File: src/rtl/priv_mode_pkg.sv
package priv_mode_pkg;
  // Two-stage privilege state: armed is cleared by a task-id write,
  // active is the effective flag copied from armed on an opcode fetch.
  typedef struct packed {
    logic armed;
    logic active;
  } mode_flags_t;

  localparam mode_flags_t FLAGS_KERNEL = '{armed: 1'b1, active: 1'b1};
endpackage

File: src/rtl/priv_rst_sync.sv
module priv_rst_sync #(
  parameter int STAGES = 2
) (
  input  logic clk,
  input  logic rst_ni,
  output logic rst_sync_no
);
  logic [STAGES-1:0] shift_q;
  logic [STAGES-1:0] shift_d;

  generate
    if (STAGES == 1) begin : g_single
      always_comb shift_d = 1'b1;
    end else begin : g_chain
      always_comb shift_d = {shift_q[STAGES-2:0], 1'b1};
    end
  endgenerate

  always_ff @(posedge clk or negedge rst_ni) begin
    if (!rst_ni) shift_q <= '0;
    else         shift_q <= shift_d;
  end

  assign rst_sync_no = shift_q[STAGES-1];
endmodule

File: src/rtl/priv_mode_flags.sv
module priv_mode_flags
  import priv_mode_pkg::*;
(
  input  logic        clk,
  input  logic        rst_ni,
  input  logic        vec_pull_i,
  input  logic        sync_i,
  input  logic        pid_wr_i,
  output mode_flags_t flags_o
);
  mode_flags_t flags_q;
  mode_flags_t flags_d;
  logic        flags_en;

  always_comb begin
    flags_d = flags_q;
    if (vec_pull_i) begin
      flags_d = FLAGS_KERNEL;           // vector fetch wins over everything
    end else begin
      if (pid_wr_i) flags_d.armed  = 1'b0;
      if (sync_i)   flags_d.active = flags_q.armed; // old armed value
    end
  end

  assign flags_en = vec_pull_i | pid_wr_i | sync_i;

  always_ff @(posedge clk or negedge rst_ni) begin
    if (!rst_ni)       flags_q <= FLAGS_KERNEL;
    else if (flags_en) flags_q <= flags_d;
  end

  assign flags_o = flags_q;
endmodule

File: src/rtl/priv_preempt_timer.sv
module priv_preempt_timer #(
  parameter int CNT_W  = 16,
  parameter int RELOAD = 20000
) (
  input  logic clk,
  input  logic rst_ni,
  input  logic hold_i,
  input  logic ack_i,
  output logic nmi_o
);
  localparam logic [CNT_W-1:0] LOAD_VAL = CNT_W'(RELOAD);

  logic [CNT_W-1:0] cnt_q, cnt_d;
  logic             cnt_en;
  logic             expired;
  logic             nmi_q, nmi_d;

  assign expired = (cnt_q == '0) & ~hold_i;

  always_comb begin
    cnt_en = hold_i | (cnt_q != '0);
    cnt_d  = hold_i ? LOAD_VAL : cnt_q - 1'b1;
  end

  always_comb begin
    nmi_d = nmi_q;
    if (ack_i)        nmi_d = 1'b0;
    else if (expired) nmi_d = 1'b1;
  end

  always_ff @(posedge clk or negedge rst_ni) begin
    if (!rst_ni)     cnt_q <= LOAD_VAL;
    else if (cnt_en) cnt_q <= cnt_d;
  end

  always_ff @(posedge clk or negedge rst_ni) begin
    if (!rst_ni) nmi_q <= 1'b0;
    else         nmi_q <= nmi_d;
  end

  assign nmi_o = nmi_q;
endmodule

File: src/rtl/priv_mode_ctrl.sv
module priv_mode_ctrl
  import priv_mode_pkg::*;
#(
  parameter int CNT_W      = 16,
  parameter int RELOAD     = 20000,
  parameter int RST_STAGES = 2
) (
  input  logic clk,
  input  logic rst_n,
  input  logic vec_pull,
  input  logic sync_fetch,
  input  logic pid_wr,
  output logic supervisor,
  output logic nmi_req
);
  logic        rst_sync_n;
  mode_flags_t flags;
  logic        armed_flag;

  priv_rst_sync #(.STAGES(RST_STAGES)) i_rst_sync (
    .clk         (clk),
    .rst_ni      (rst_n),
    .rst_sync_no (rst_sync_n)
  );

  priv_mode_flags i_flags (
    .clk        (clk),
    .rst_ni     (rst_sync_n),
    .vec_pull_i (vec_pull),
    .sync_i     (sync_fetch),
    .pid_wr_i   (pid_wr),
    .flags_o    (flags)
  );

  assign armed_flag = flags.armed;
  assign supervisor = flags.active;

  priv_preempt_timer #(.CNT_W(CNT_W), .RELOAD(RELOAD)) i_timer (
    .clk    (clk),
    .rst_ni (rst_sync_n),
    .hold_i (flags.active),
    .ack_i  (vec_pull),
    .nmi_o  (nmi_req)
  );
endmodule

File: config.mk
export PLATFORM = sky130hd
export DESIGN_NAME = priv_mode_ctrl
export DESIGN_NICKNAME = d
export VERILOG_FILES = /design/src/rtl/priv_mode_pkg.sv /design/src/rtl/priv_rst_sync.sv /design/src/rtl/priv_mode_flags.sv /design/src/rtl/priv_preempt_timer.sv /design/src/rtl/priv_mode_ctrl.sv
export SDC_FILE = /design/constraint.sdc
export NUM_CORES = 1
export LEC_CHECK = 0
export BUFFER_PORTS_ARGS = -buffer_cell sky130_fd_sc_hd__buf_2
export CORE_MARGIN = 2
export CORE_UTILIZATION = 35
export DETAILED_ROUTE_END_ITERATION = 7
export GPL_ROUTABILITY_DRIVEN = 1
export SYNTH_ARGS = -nofsm -noshare
export SYNTH_HDL_FRONTEND = slang
export SYNTH_HIERARCHICAL = 1
export SYNTH_SLANG_ARGS = --single-unit
File: constraint.sdc
create_clock -name clk -period 1.88 [get_ports clk]
set_input_delay 0.094 -clock clk [delete_from_list [all_inputs] [get_ports clk]]
set_output_delay 0.094 -clock clk [all_outputs]
set_load 0.005 [all_outputs]
# Word-level counts from Yosys, hierarchy flattened
# Index checks and enable logic that the tools add are counted.
[totals] in_bits=5 output_inout_bits=2 register_bits=21 word_cells=24
[classes] muxes=6 n_addsub=1 reduce_logical=7 bitwise=5
[ops] op="$logic_not A16 Y1" count=1
[ops] op="$mux W16" count=1
[ops] op="$reduce_bool A16 Y1" count=1
[ops] op="$sub A16 B1 Y16 const B" count=1
[ops] op="$reduce_bool A2 Y1" count=3
[ops] op="$mux W1" count=4
[ops] op="$reduce_and A2 Y1" count=2
[ops] op="$or A1 B1 Y1" count=3
[ops] op="$mux W2" count=1
[ops] op="$and A1 B1 Y1" count=1
[ops] op="$not A1 Y1" count=1

# Logic depth before layout (Yosys ltp)
# Gate-level depths: netlist (run 1).
[depth] ltp_word=4 ltp_mapped=7 ltp_nobuf=6

# Modules after synthesis
# The synthesis (run 1) kept the hierarchy.
[by_module_without_submodules] module="priv_preempt_timer" area_each_um2=947.2 cells_each=101 instances=1
[by_module_without_submodules] module="priv_mode_flags" area_each_um2=78.8 cells_each=6 instances=1
[by_module_without_submodules] module="priv_rst_sync" area_each_um2=53.8 cells_each=3 instances=1

# Worst setup path after synthesis (run 1)
# No wires, ideal clock.
[synth_timing] path_type="reg-to-reg" start="register i_timer.cnt_q[0]" end="register i_timer.cnt_q[7]" stages_incl_launch_ff=7 path_slack_ns=0.110 t_arrival_ns=1.645 setup_ns=0.125 period_less_slack_ns=1.770 path_buffers=0 required_time_ns=1.755 path_cell_list="dfrtp_1 > inv_1 > ha_1 > nor3b_2 > nand4_1 > nand3_1 > mux2_2"
[synth_between] elab_chain_len=2 elab_cells_between_ends=4
[synth_rtl] element="start, declared" line_no="priv_preempt_timer.sv:13" rtl="logic [CNT_W-1:0] cnt_q, cnt_d;"
[synth_rtl] element="start signal, assigned" line_no="priv_preempt_timer.sv:33" rtl="else if (cnt_en) cnt_q <= cnt_d;"
[synth_rtl] element="$sub A16 B1 Y16 or $reduce_bool A16 Y1 (tied branches)" line_no="priv_preempt_timer.sv:22, priv_preempt_timer.sv:21"
[synth_rtl] element="$mux W16 or $or A1 B1 Y1 (tied branches)" line_no="priv_preempt_timer.sv:22, priv_preempt_timer.sv:21"
# Parallel ways exist; a longest one is shown, timed or not.
# A chain may end at the register's enable or synchronous reset.

# Worst setup path after layout (run 1)
[layout_timing] start="register i_timer.cnt_q[0]" end="register i_timer.cnt_q[15]"
# Same word-level chain as after synthesis.

==> results.sh, run 1 <==
export IMPL_switching_share_pct=27.4
export IMPL_n_antenna_cell=0
export IMPL_clock_skew_final_ns=0.00431
export IMPL_clockRootBuffer="clkbuf_4"
export IMPL_finalSetupViolations=0
export IMPL_viasPerCell=5.53
export IMPL_postLayoutCoreUtil_pct=42.3
export IMPL_design_die_area_um2=3550
export IMPL_hp_class="in2reg"
export IMPL_outcome="finished, final reports clean"
export IMPL_cp_end_kind="register"
export IMPL_vias=890
export IMPL_ys_types=35
export IMPL_syn_nets=116
export IMPL_dpl_hpwl_mm=1.62
export IMPL_insertion_delay_ns=0.30
export IMPL_firstDrtPassIters=4
export IMPL_async_flop_share_pct=100
export IMPL_p_leak_nw=0.525
export IMPL_critPathMaxFanout=6
export IMPL_post_route_period_util_pct=94.1
export IMPL_synth_top_area_share_pct=32.4
export IMPL_period_needed_ns=1.77
export IMPL_max_slew_worst_pin_slew_ns=0.756
export IMPL_power_density_nw_per_um2=671
export IMPL_drc=0
export IMPL_io_buffers=6
export IMPL_overflow=0
export IMPL_grt_max_degree=20
export IMPL_synth_most_common_cell="dfrtp_1"
export IMPL_track_usage_pct=14.1
export IMPL_io_pins=7
export IMPL_final_cells=161
export IMPL_die_h_um=59.5
export IMPL_fmax_ghz=0.565
export IMPL_crit_arrival_ns=2.01
export IMPL_slew_headroom_pct=49.6
export IMPL_synth_avg_cell_area_um2=9.82
export IMPL_worstPathRequired_ns=2.12
export IMPL_ys_top_cells_by_count="14 x dfrtp_1, 10 x nor2_1, 8 x a21oi_1, 7 x dfstp_2"
export IMPL_p_comb_share_pct=15.1
export IMPL_ant_nets=0
export IMPL_postCtsSetupRepairBufs=0
export IMPL_syn_cell_area_um2=1080
export IMPL_grt_pass1_vias=861
export IMPL_fin_tns_setup_ns=0
export IMPL_layout_drive_gt1_share_pct=26.6
export IMPL_multi_input_area_um2=523
export IMPL_areaGrowthSynthToFinish_pct=17.6
export IMPL_p_int_uw=619
export IMPL_cts_sinks=21
export IMPL_h_tree_depth=1
export IMPL_yosys_warnings=6
export IMPL_synth_top_flop_cell="dfrtp_1"
export IMPL_start_util_pct=36.0
export IMPL_placedCellCount=155
export IMPL_totalWireLength_mm=2.15
export IMPL_die_w_um=59.5
export IMPL_critPathLaunchType="register"
export IMPL_rsz0062_at_grt="no"
export IMPL_clockBufferDepth=2
export IMPL_seq_area_frac_synth_pct=49.5
export IMPL_seq_area_um2=534
export IMPL_final_max_slew_viol_count=0
export IMPL_p_sw_uw=233
export IMPL_synth_top_cell_by_area="dfrtp_1"
export IMPL_fillers=304
export IMPL_clkPwrFrac_pct=25.0
export IMPL_drtIter0Drc=11
export IMPL_gp_congestion=0.833
export IMPL_nets=135
export IMPL_syn_inst=110
export IMPL_clk_transition_reported_paths_ns=0.11
export IMPL_synth_edf_count=0
export IMPL_numCtsBuffers=3
export IMPL_coreArea_um2=3000
export IMPL_synth_area_leaders="dfrtp_1 32%, dfstp_2 17%, nor4_4 3.9%, a21oi_1 3.7%, nor2_1 3.5%"
export IMPL_rows=20
export IMPL_critPathKind="reg2reg"
export IMPL_cts_tree="done"
export IMPL_hold_viol=0
export IMPL_vdd_drop_max_mv=0.466
export IMPL_hold_ws_ns=0.0133
export IMPL_wl_per_cell_um=13.3
export IMPL_antenna_found_initial=0
export IMPL_synth_seq_cells=21
export IMPL_grt_pass1_wl_mm=3.81
export IMPL_max_cap_violations=0
export IMPL_power_uw=852
export IMPL_p_seq_share_pct=59.9
logic make-up after synthesis:
family	count (synthesis)	share of synthesized area (%)
adders and majority gates	1	1.16
and+or+nand+nor	54	30.9
AOI/OAI and AO/OA	23	13.3
buffers and inverters	9	3.71
other	1	0.347
muxes	1	1.04
DFF	21	49.5
path summary, 6_finish.rpt:
kind                       slack (ns)  depth (start not counted)               endpoint                  start
setup / recovery                 0.11                          7      i_timer/cnt_q[15]       i_timer/cnt_q[0]
hold / removal                   0.01                          2     i_flags/flags_o[0]             sync_fetch
setup reg to reg                 0.11                          7      i_timer/cnt_q[15]       i_timer/cnt_q[0]
hold reg to reg                  0.32                          0       i_timer/cnt_q[2]  i_rst_sync/shift_q[1]
max in group asynchronous        1.08                          0       i_timer/cnt_q[1]  i_rst_sync/shift_q[1]
min in group asynchronous        0.09                          2  i_rst_sync/shift_q[1]                  rst_n
power by group through the flow:
| stage | Combinational [mW] | Sequential (mW) | Clock [mW] |
|---|---|---|---|
| finish | 0.128 | 0.511 | 0.213 |
| global route | 0.143 | 0.516 | 0.249 |
| CTS | 0.125 | 0.510 | 0.226 |
| detailed placement | 0.121 | 0.518 | 0 |
| global placement | 0.118 | 0.518 | 0 |
| floorplan | 0.0799 | 0.503 | 0 |
flip-flops by register name (all words and copies together), names as in the netlist:
| register | count |
|---|---|
| i_timer/cnt_q | 16 |
| i_rst_sync/shift_q | 2 |
| i_flags/flags_o | 2 |
| i_timer/nmi_o | 1 |
layer usage:
metal	vias to the layer above	global-route usage, %	wire (µm)
met4	0	6.03	16
met5	-	0	0
li1	443	-	-
met1	432	19.2	1080
met2	13	22.0	1020
met3	2	2.84	39
through the flow:
step | worst slack (ns) | cell area, µm²
6_report | 0.111 | 1270
5_1_grt | 0.0257 | 1270
4_1_cts | 0.0361 | 1250
3_5_place_dp | 0.0646 | 1200
3_3_place_gp | 0.152 | 1200
2_1_floorplan | 0.110 | 1080
cells in the final DEF (no fill, tap or decap), drive strengths merged:
cell,count
nand3b,2
clkbuf,3
o311ai,1
nor2,10
nor2b,3
or3,6
o31a,1
o21a,1
and3,1
ha,1
dlygate4sd3,2
a21oi,8
or3b,1
o21ai,6
nand2,4
nand2b,1
inv,5
nor3b,2
clkinv,1
a211oi,1
buf,16
a211o,2
o31ai,1
and4,1
mux2,1
nand3,6
dfrtp,14
conb,1
nand4,5
a21o,1
nor3,5
nor4,7
o41ai,1
dfstp,7
what timing repair did:
action / 4_1_cts / 5_1_grt
endpoints found under the hold margin: 4 / 0
hold buffers: 2 / 0
setup endpoints to repair: 0 / 5
resized for setup: 0 / 5
worst max-delay path, cell delays in order (launching register included):
cell,delay (ns)
dfrtp_1,0.40
inv_1,0.07
ha_1,0.21
nor3b_4,0.17
and4_4,0.20
buf_4,0.15
or3_4,0.36
a21oi_2,0.14
area by class of cell:
class / count / area share [%]
clock inverter: 1 / 0.394
multi-input combinational: 80 / 41.2
timing repair buffer: 18 / 9.85
tap: 33 / 3.25
clock buffer: 3 / 1.77
inverter: 5 / 1.48
sequential: 21 / 42.1
No activity file was read; power rests on OpenSTA's default activity.
==> run 2, diff against run 1 <==
SYNTH_HIERARCHICAL = unset   (was 1)
==> results.sh, run 2 <==
export IMPL_outcome="finished, final reports clean"
export IMPL_layout_drive_gt1_share_pct=31.6
export IMPL_r2r_end="i_timer.cnt_q[11]"
export IMPL_clk_transition_reported_paths_ns=0.11
export IMPL_coreArea_um2=3030
export IMPL_viasPerCell=5.12
export IMPL_ys_top_cells_by_count="15 x nor2_1, 14 x dfrtp_1, 7 x dfstp_2, 5 x inv_1"
export IMPL_r2r_start="i_timer.cnt_q[8]"
export IMPL_crit_arrival_ns=2.09
export IMPL_multi_input_area_um2=582
export IMPL_critPathLaunchType="register"
export IMPL_h_tree_depth=1
export IMPL_track_usage_pct=14.1
export IMPL_dpl_hpwl_mm=1.50
export IMPL_grt_pass1_vias=868
export IMPL_critPathKind="reg2reg"
export IMPL_vdd_drop_max_mv=0.224
export IMPL_io_buffers=6
export IMPL_synth_edf_count=0
export IMPL_worstPathRequired_ns=2.10
export IMPL_ant_nets=0
export IMPL_synth_most_common_cell="nor2_1"
export IMPL_detailed_place_area_um2=1180
export IMPL_rrSetupSlack_ns=0.02
export IMPL_final_common_cell="nor2_1"
export IMPL_synth_area_leaders="dfrtp_1 32%, dfstp_2 17%, nor2_1 5.1%, xnor2_1 3.2%, xor2_1 2.4%"
export IMPL_max_slew_worst_pin_slew_ns=0.747
export IMPL_drtIter0Drc=28
export IMPL_cts_sinks=21
export IMPL_grt_pass1_wl_mm=3.80
export IMPL_critPathMaxFanout=6
export IMPL_seq_area_um2=536
export IMPL_overflow=0
export IMPL_n_antenna_cell=0
export IMPL_slew_headroom_pct=50.2
export IMPL_vias=825
export IMPL_clock_skew_final_ns=0.00579
export IMPL_totalWireLength_mm=2.26
export IMPL_synth_avg_cell_area_um2=10.7
export IMPL_slowest_delay_ns=0.57
export IMPL_crit_path_top_delay_cell="or4_4"
export IMPL_rows=20
export IMPL_finalSetupViolations=0
export IMPL_antenna_found_initial=0
export IMPL_numCtsBuffers=3
export IMPL_mostFrequentLayoutCells="15 x nor2_1, 13 x dfrtp_1, 7 x dfstp_2, 6 x buf_2, 5 x inv_1"
export IMPL_cp_num_cells=5
export IMPL_syn_nets=109
export IMPL_crit_chain="or4_4, nor3_4, nand4bb_4, a311oi_2, a41oi_1"
export IMPL_final_cells=161
export IMPL_placedCellCount=151
export IMPL_p_leak_nw=0.523
export IMPL_largest_register="i_timer.cnt_q"
export IMPL_fin_area_um2=1320
export IMPL_rsz0062_at_grt="yes"
export IMPL_synth_top_area_share_pct=31.9
export IMPL_crit_buf_inv=0
export IMPL_design_die_area_um2=3600
export IMPL_hold_ws_ns=0.0917
export IMPL_max_cap_violations=0
export IMPL_clockBufferDepth=2
export IMPL_cts_tree="done"
export IMPL_insertion_delay_ns=0.30
export IMPL_wl_per_cell_um=14.0
export IMPL_fmax_ghz=0.537
export IMPL_seq_area_frac_synth_pct=48.6
export IMPL_power_density_nw_per_um2=644
export IMPL_synth_seq_cells=21
export IMPL_synth_top_flop_cell="dfrtp_1"
export IMPL_grt_max_degree=20
export IMPL_die_h_um=60.0
export IMPL_final_max_slew_viol_count=0
export IMPL_synth_top_cell_by_area="dfrtp_1"
export IMPL_syn_inst=103
export IMPL_nets=124
export IMPL_start_util_pct=36.3
export IMPL_firstDrtPassIters=4
export IMPL_areaGrowthSynthToFinish_pct=19.9
export IMPL_hold_viol=0
export IMPL_clockRootBuffer="clkbuf_4"
export IMPL_async_flop_share_pct=100
export IMPL_rr_worst_depth=5
export IMPL_cp_end_kind="register"
export IMPL_hp_class="in2async"
export IMPL_io_pins=7
export IMPL_fillers=287
export IMPL_path_delay_family="simple AND/OR/NAND/NOR gates"
export IMPL_post_route_period_util_pct=99.1
export IMPL_gp_congestion=0.826
export IMPL_fin_tns_setup_ns=0
export IMPL_setup_worst_path_start="i_timer.cnt_q[8]"
export IMPL_cp_endpoint="i_timer.cnt_q[11]"
export IMPL_syn_cell_area_um2=1100
export IMPL_ys_types=42
export IMPL_largest_register_ffs=16
export IMPL_die_w_um=60.0
export IMPL_postLayoutCoreUtil_pct=43.5
export IMPL_yosys_warnings=0
export IMPL_drc=0
export IMPL_period_needed_ns=1.86
## run 2: where the power goes
group | switching, mW | internal [mW] | leakage (nW) | total (mW)
registers | 0.0371 | 0.473 | 0.260 | 0.510
clock network | 0.132 | 0.0828 | 0.0150 | 0.215
logic | 0.0565 | 0.0665 | 0.247 | 0.123
## run 2: stage by stage
step	power (mW)	setup slack [ns]
4_1_cts	0.838	0.0195
5_1_grt	0.894	-0.0481
3_3_place_gp	0.613	0.0830
2_1_floorplan	0.582	0.190
3_5_place_dp	0.616	-0.0531
6_report	0.848	0.0163
## run 2: cells by family (layout without fill, tap and decap cells)
kind of cell               Yosys count  in the layout  synth area share, %
AOI/OAI and AO/OA                   17             17                 12.0
xor gates and xnor gates             7              7                 5.58
adders and majority gates            1              1                 1.14
buffers and inverters                9             23                 3.30
DFF                                 21             21                 48.6
muxes                                1              1                0.911
other                                1              1                0.341
and+or+nand+nor                     46             46                 28.1
## run 2: worst register-to-register path, delay by kind of cell (launching register included)
family	cells	cell delay, ns
AND/OR/NAND/NOR	3	0.93
flip-flops	1	0.45
AO/OA/AOI/OAI	2	0.39
## run 2: worst min-delay path by stage
stage,start,end,slack [ns]
2_1_floorplan,rst_n,i_rst_sync.shift_q[0],-0.20
3_3_place_gp,rst_n,i_rst_sync.shift_q[1],-0.12
3_5_place_dp,rst_n,i_rst_sync.shift_q[1],-0.12
4_1_cts,rst_n,i_rst_sync.shift_q[0],0.09
5_1_grt,rst_n,i_rst_sync.shift_q[0],0.11
6_report,rst_n,i_rst_sync.shift_q[0],0.09
## run 2: what timing repair did
action / 4_1_cts / 5_1_grt
setup endpoints to repair: 2 / 10
pin swaps: 0 / 2
resized for setup: 3 / 7
setup buffers: 0 / 2
endpoints found under the hold margin: 5 / 0
hold buffers: 4 / 0
## run 2: layout make-up
cell class | count | area share [%]
Clock buffer | 4 | 1.99
Inverter | 5 | 1.42
Multi-Input combinational cell | 73 | 44.2
Sequential cell | 21 | 40.6
Tap cell | 44 | 4.18
Timing Repair Buffer | 14 | 7.60
## run 2: layer usage
metal	vias to the layer above	part of all wire [%]	GRT usage, %
li1	406	-	-
met1	401	46	17.9
met2	9	50	22.7
met3	9	0.98	2.16
met4	0	3.6	7.94
met5	-	0	0
==> run 3, diff against run 2 <==
CELL_PAD_IN_SITES_DETAIL_PLACEMENT = 2   (was unset)
CELL_PAD_IN_SITES_GLOBAL_PLACEMENT = 2   (was unset)
PLACE_DENSITY_LB_ADDON = 0.1   (was unset)
RECOVER_POWER = 25   (was unset)
==> results.sh, run 3 (same netlist as run 2, synthesis figures left out) <==
export IMPL_fin_area_um2=1380
export IMPL_critPathKind="reg2reg"
export IMPL_n_antenna_cell=0
export IMPL_grt_max_degree=20
export IMPL_antenna_found_initial=0
export IMPL_worstPathRequired_ns=2.11
export IMPL_layout_drive_gt1_share_pct=37.4
export IMPL_final_cells=167
export IMPL_largest_register_ffs=16
export IMPL_numCtsBuffers=3
export IMPL_viasPerCell=5.27
export IMPL_design_die_area_um2=3600
export IMPL_setup_slack_ns=0.0642
export IMPL_mostFrequentLayoutCells="15 x nor2_1, 12 x dfrtp_1, 10 x buf_4, 7 x dfstp_2, 5 x buf_2"
export IMPL_io_buffers=6
export IMPL_crit_arrival_ns=2.05
export IMPL_dpl_hpwl_mm=2.02
export IMPL_post_route_period_util_pct=96.6
export IMPL_totalWireLength_mm=2.85
export IMPL_clockRootBuffer="clkbuf_4"
export IMPL_track_usage_pct=18.5
export IMPL_cts_sinks=21
export IMPL_detailed_place_area_um2=1220
export IMPL_fmax_ghz=0.551
export IMPL_largest_register="i_timer.cnt_q"
export IMPL_cts_tree="done"
export IMPL_gp_congestion=0.764
export IMPL_die_w_um=60.0
export IMPL_max_slew_worst_pin_slew_ns=0.822
export IMPL_wl_per_cell_um=17.1
export IMPL_p_leak_nw=0.546
export IMPL_vdd_drop_max_mv=0.237
export IMPL_io_pins=7
export IMPL_ant_nets=0
export IMPL_max_cap_violations=0
export IMPL_critPathMaxFanout=6
export IMPL_cp_end_kind="register"
export IMPL_placedCellCount=156
export IMPL_areaGrowthSynthToFinish_pct=25.7
export IMPL_clk_transition_reported_paths_ns=0.13
export IMPL_clock_skew_final_ns=0.00530
export IMPL_period_needed_ns=1.82
export IMPL_coreArea_um2=3030
export IMPL_grt_pass1_wl_mm=4.84
export IMPL_hp_class="in2async"
export IMPL_final_common_cell="nor2_1"
export IMPL_drc=0
export IMPL_outcome="finished, final reports clean"
export IMPL_start_util_pct=36.3
export IMPL_grt_pass1_vias=956
export IMPL_overflow=0
export IMPL_slew_headroom_pct=45.2
export IMPL_hold_ws_ns=0.0781
export IMPL_dp_slack_ns=-0.0841
export IMPL_vias=880
export IMPL_finalSetupViolations=0
export IMPL_final_max_slew_viol_count=0
export IMPL_die_h_um=60.0
export IMPL_rsz0062_at_grt="yes"
export IMPL_power_uw=884
export IMPL_insertion_delay_ns=0.31
export IMPL_critPathLaunchType="register"
export IMPL_clockBufferDepth=2
export IMPL_hold_viol=0
export IMPL_nets=130
export IMPL_firstDrtPassIters=4
export IMPL_rows=20
export IMPL_power_density_nw_per_um2=640
export IMPL_h_tree_depth=1
export IMPL_drtIter0Drc=44
## run 3: changes by cell type in the layout (fill, tap and decap cells not counted), sizes merged
cell / before / now
clkbuf: 4 / 5
buf: 10 / 15
## run 3: layout make-up
class                   count  area, µm²
fillers                   325       1650
flip-flops and latches     21        537
well taps                  44       55.1
inverters                   5       18.8
multi-input cells          73        601
repair buffers             20        144
clock buffers               4       26.3
## run 3: what timing repair did
action	4_1_cts	5_1_grt
gates resized for setup	4	12
hold buffers	4	0
buffers inserted	0	3
endpoints found under the setup margin	7	11
endpoints found under the hold margin	5	0
pin swaps	0	2
## run 3: final timing paths
kind                                            start               endpoint  slack (ns)  depth (start not counted)
max in group asynchronous       i_rst_sync.shift_q[1]       i_timer.cnt_q[7]        0.97                          0
worst max register to register       i_timer.cnt_q[8]      i_timer.cnt_q[11]        0.06                          5
min in group clk                i_rst_sync.shift_q[0]  i_rst_sync.shift_q[1]        0.37                          0
worst min-delay path                            rst_n  i_rst_sync.shift_q[1]        0.08                          2
worst min register to register  i_rst_sync.shift_q[1]       i_timer.cnt_q[8]        0.35                          0
worst max-delay path                 i_timer.cnt_q[8]      i_timer.cnt_q[11]        0.06                          5
## run 3: through the flow
stage               util (%)  setup TNS, ns
floorplan                  -              0
global placement        40.2              0
detailed placement      40.2         -0.133
CTS                     43.5              0
global route            45.6        -0.0263
finish                  45.6              0
## run 3: worst max-delay path, cell delays in order, from the launching register on
cell and delay [ns]:
dfrtp_1 0.44, or4_4 0.56, nor3_4 0.18, nand4bb_4 0.18, a311oi_2 0.30, a41oi_1 0.08
## run 3: per-layer routing
layer | global-route usage (%) | share of wire, % | vias up
li1 | - | - | 415
met1 | 24.9 | 46 | 454
met2 | 31.1 | 52 | 7
met3 | 1.95 | 1.3 | 4
met4 | 5.71 | 1.3 | 0
met5 | 0 | 0 | -
## run 3: power breakdown
part           switching, mW  leakage (nW)  internal (mW)
Combinational         0.0655         0.272         0.0754
Sequential            0.0357         0.259          0.473
Clock                  0.151        0.0150         0.0829
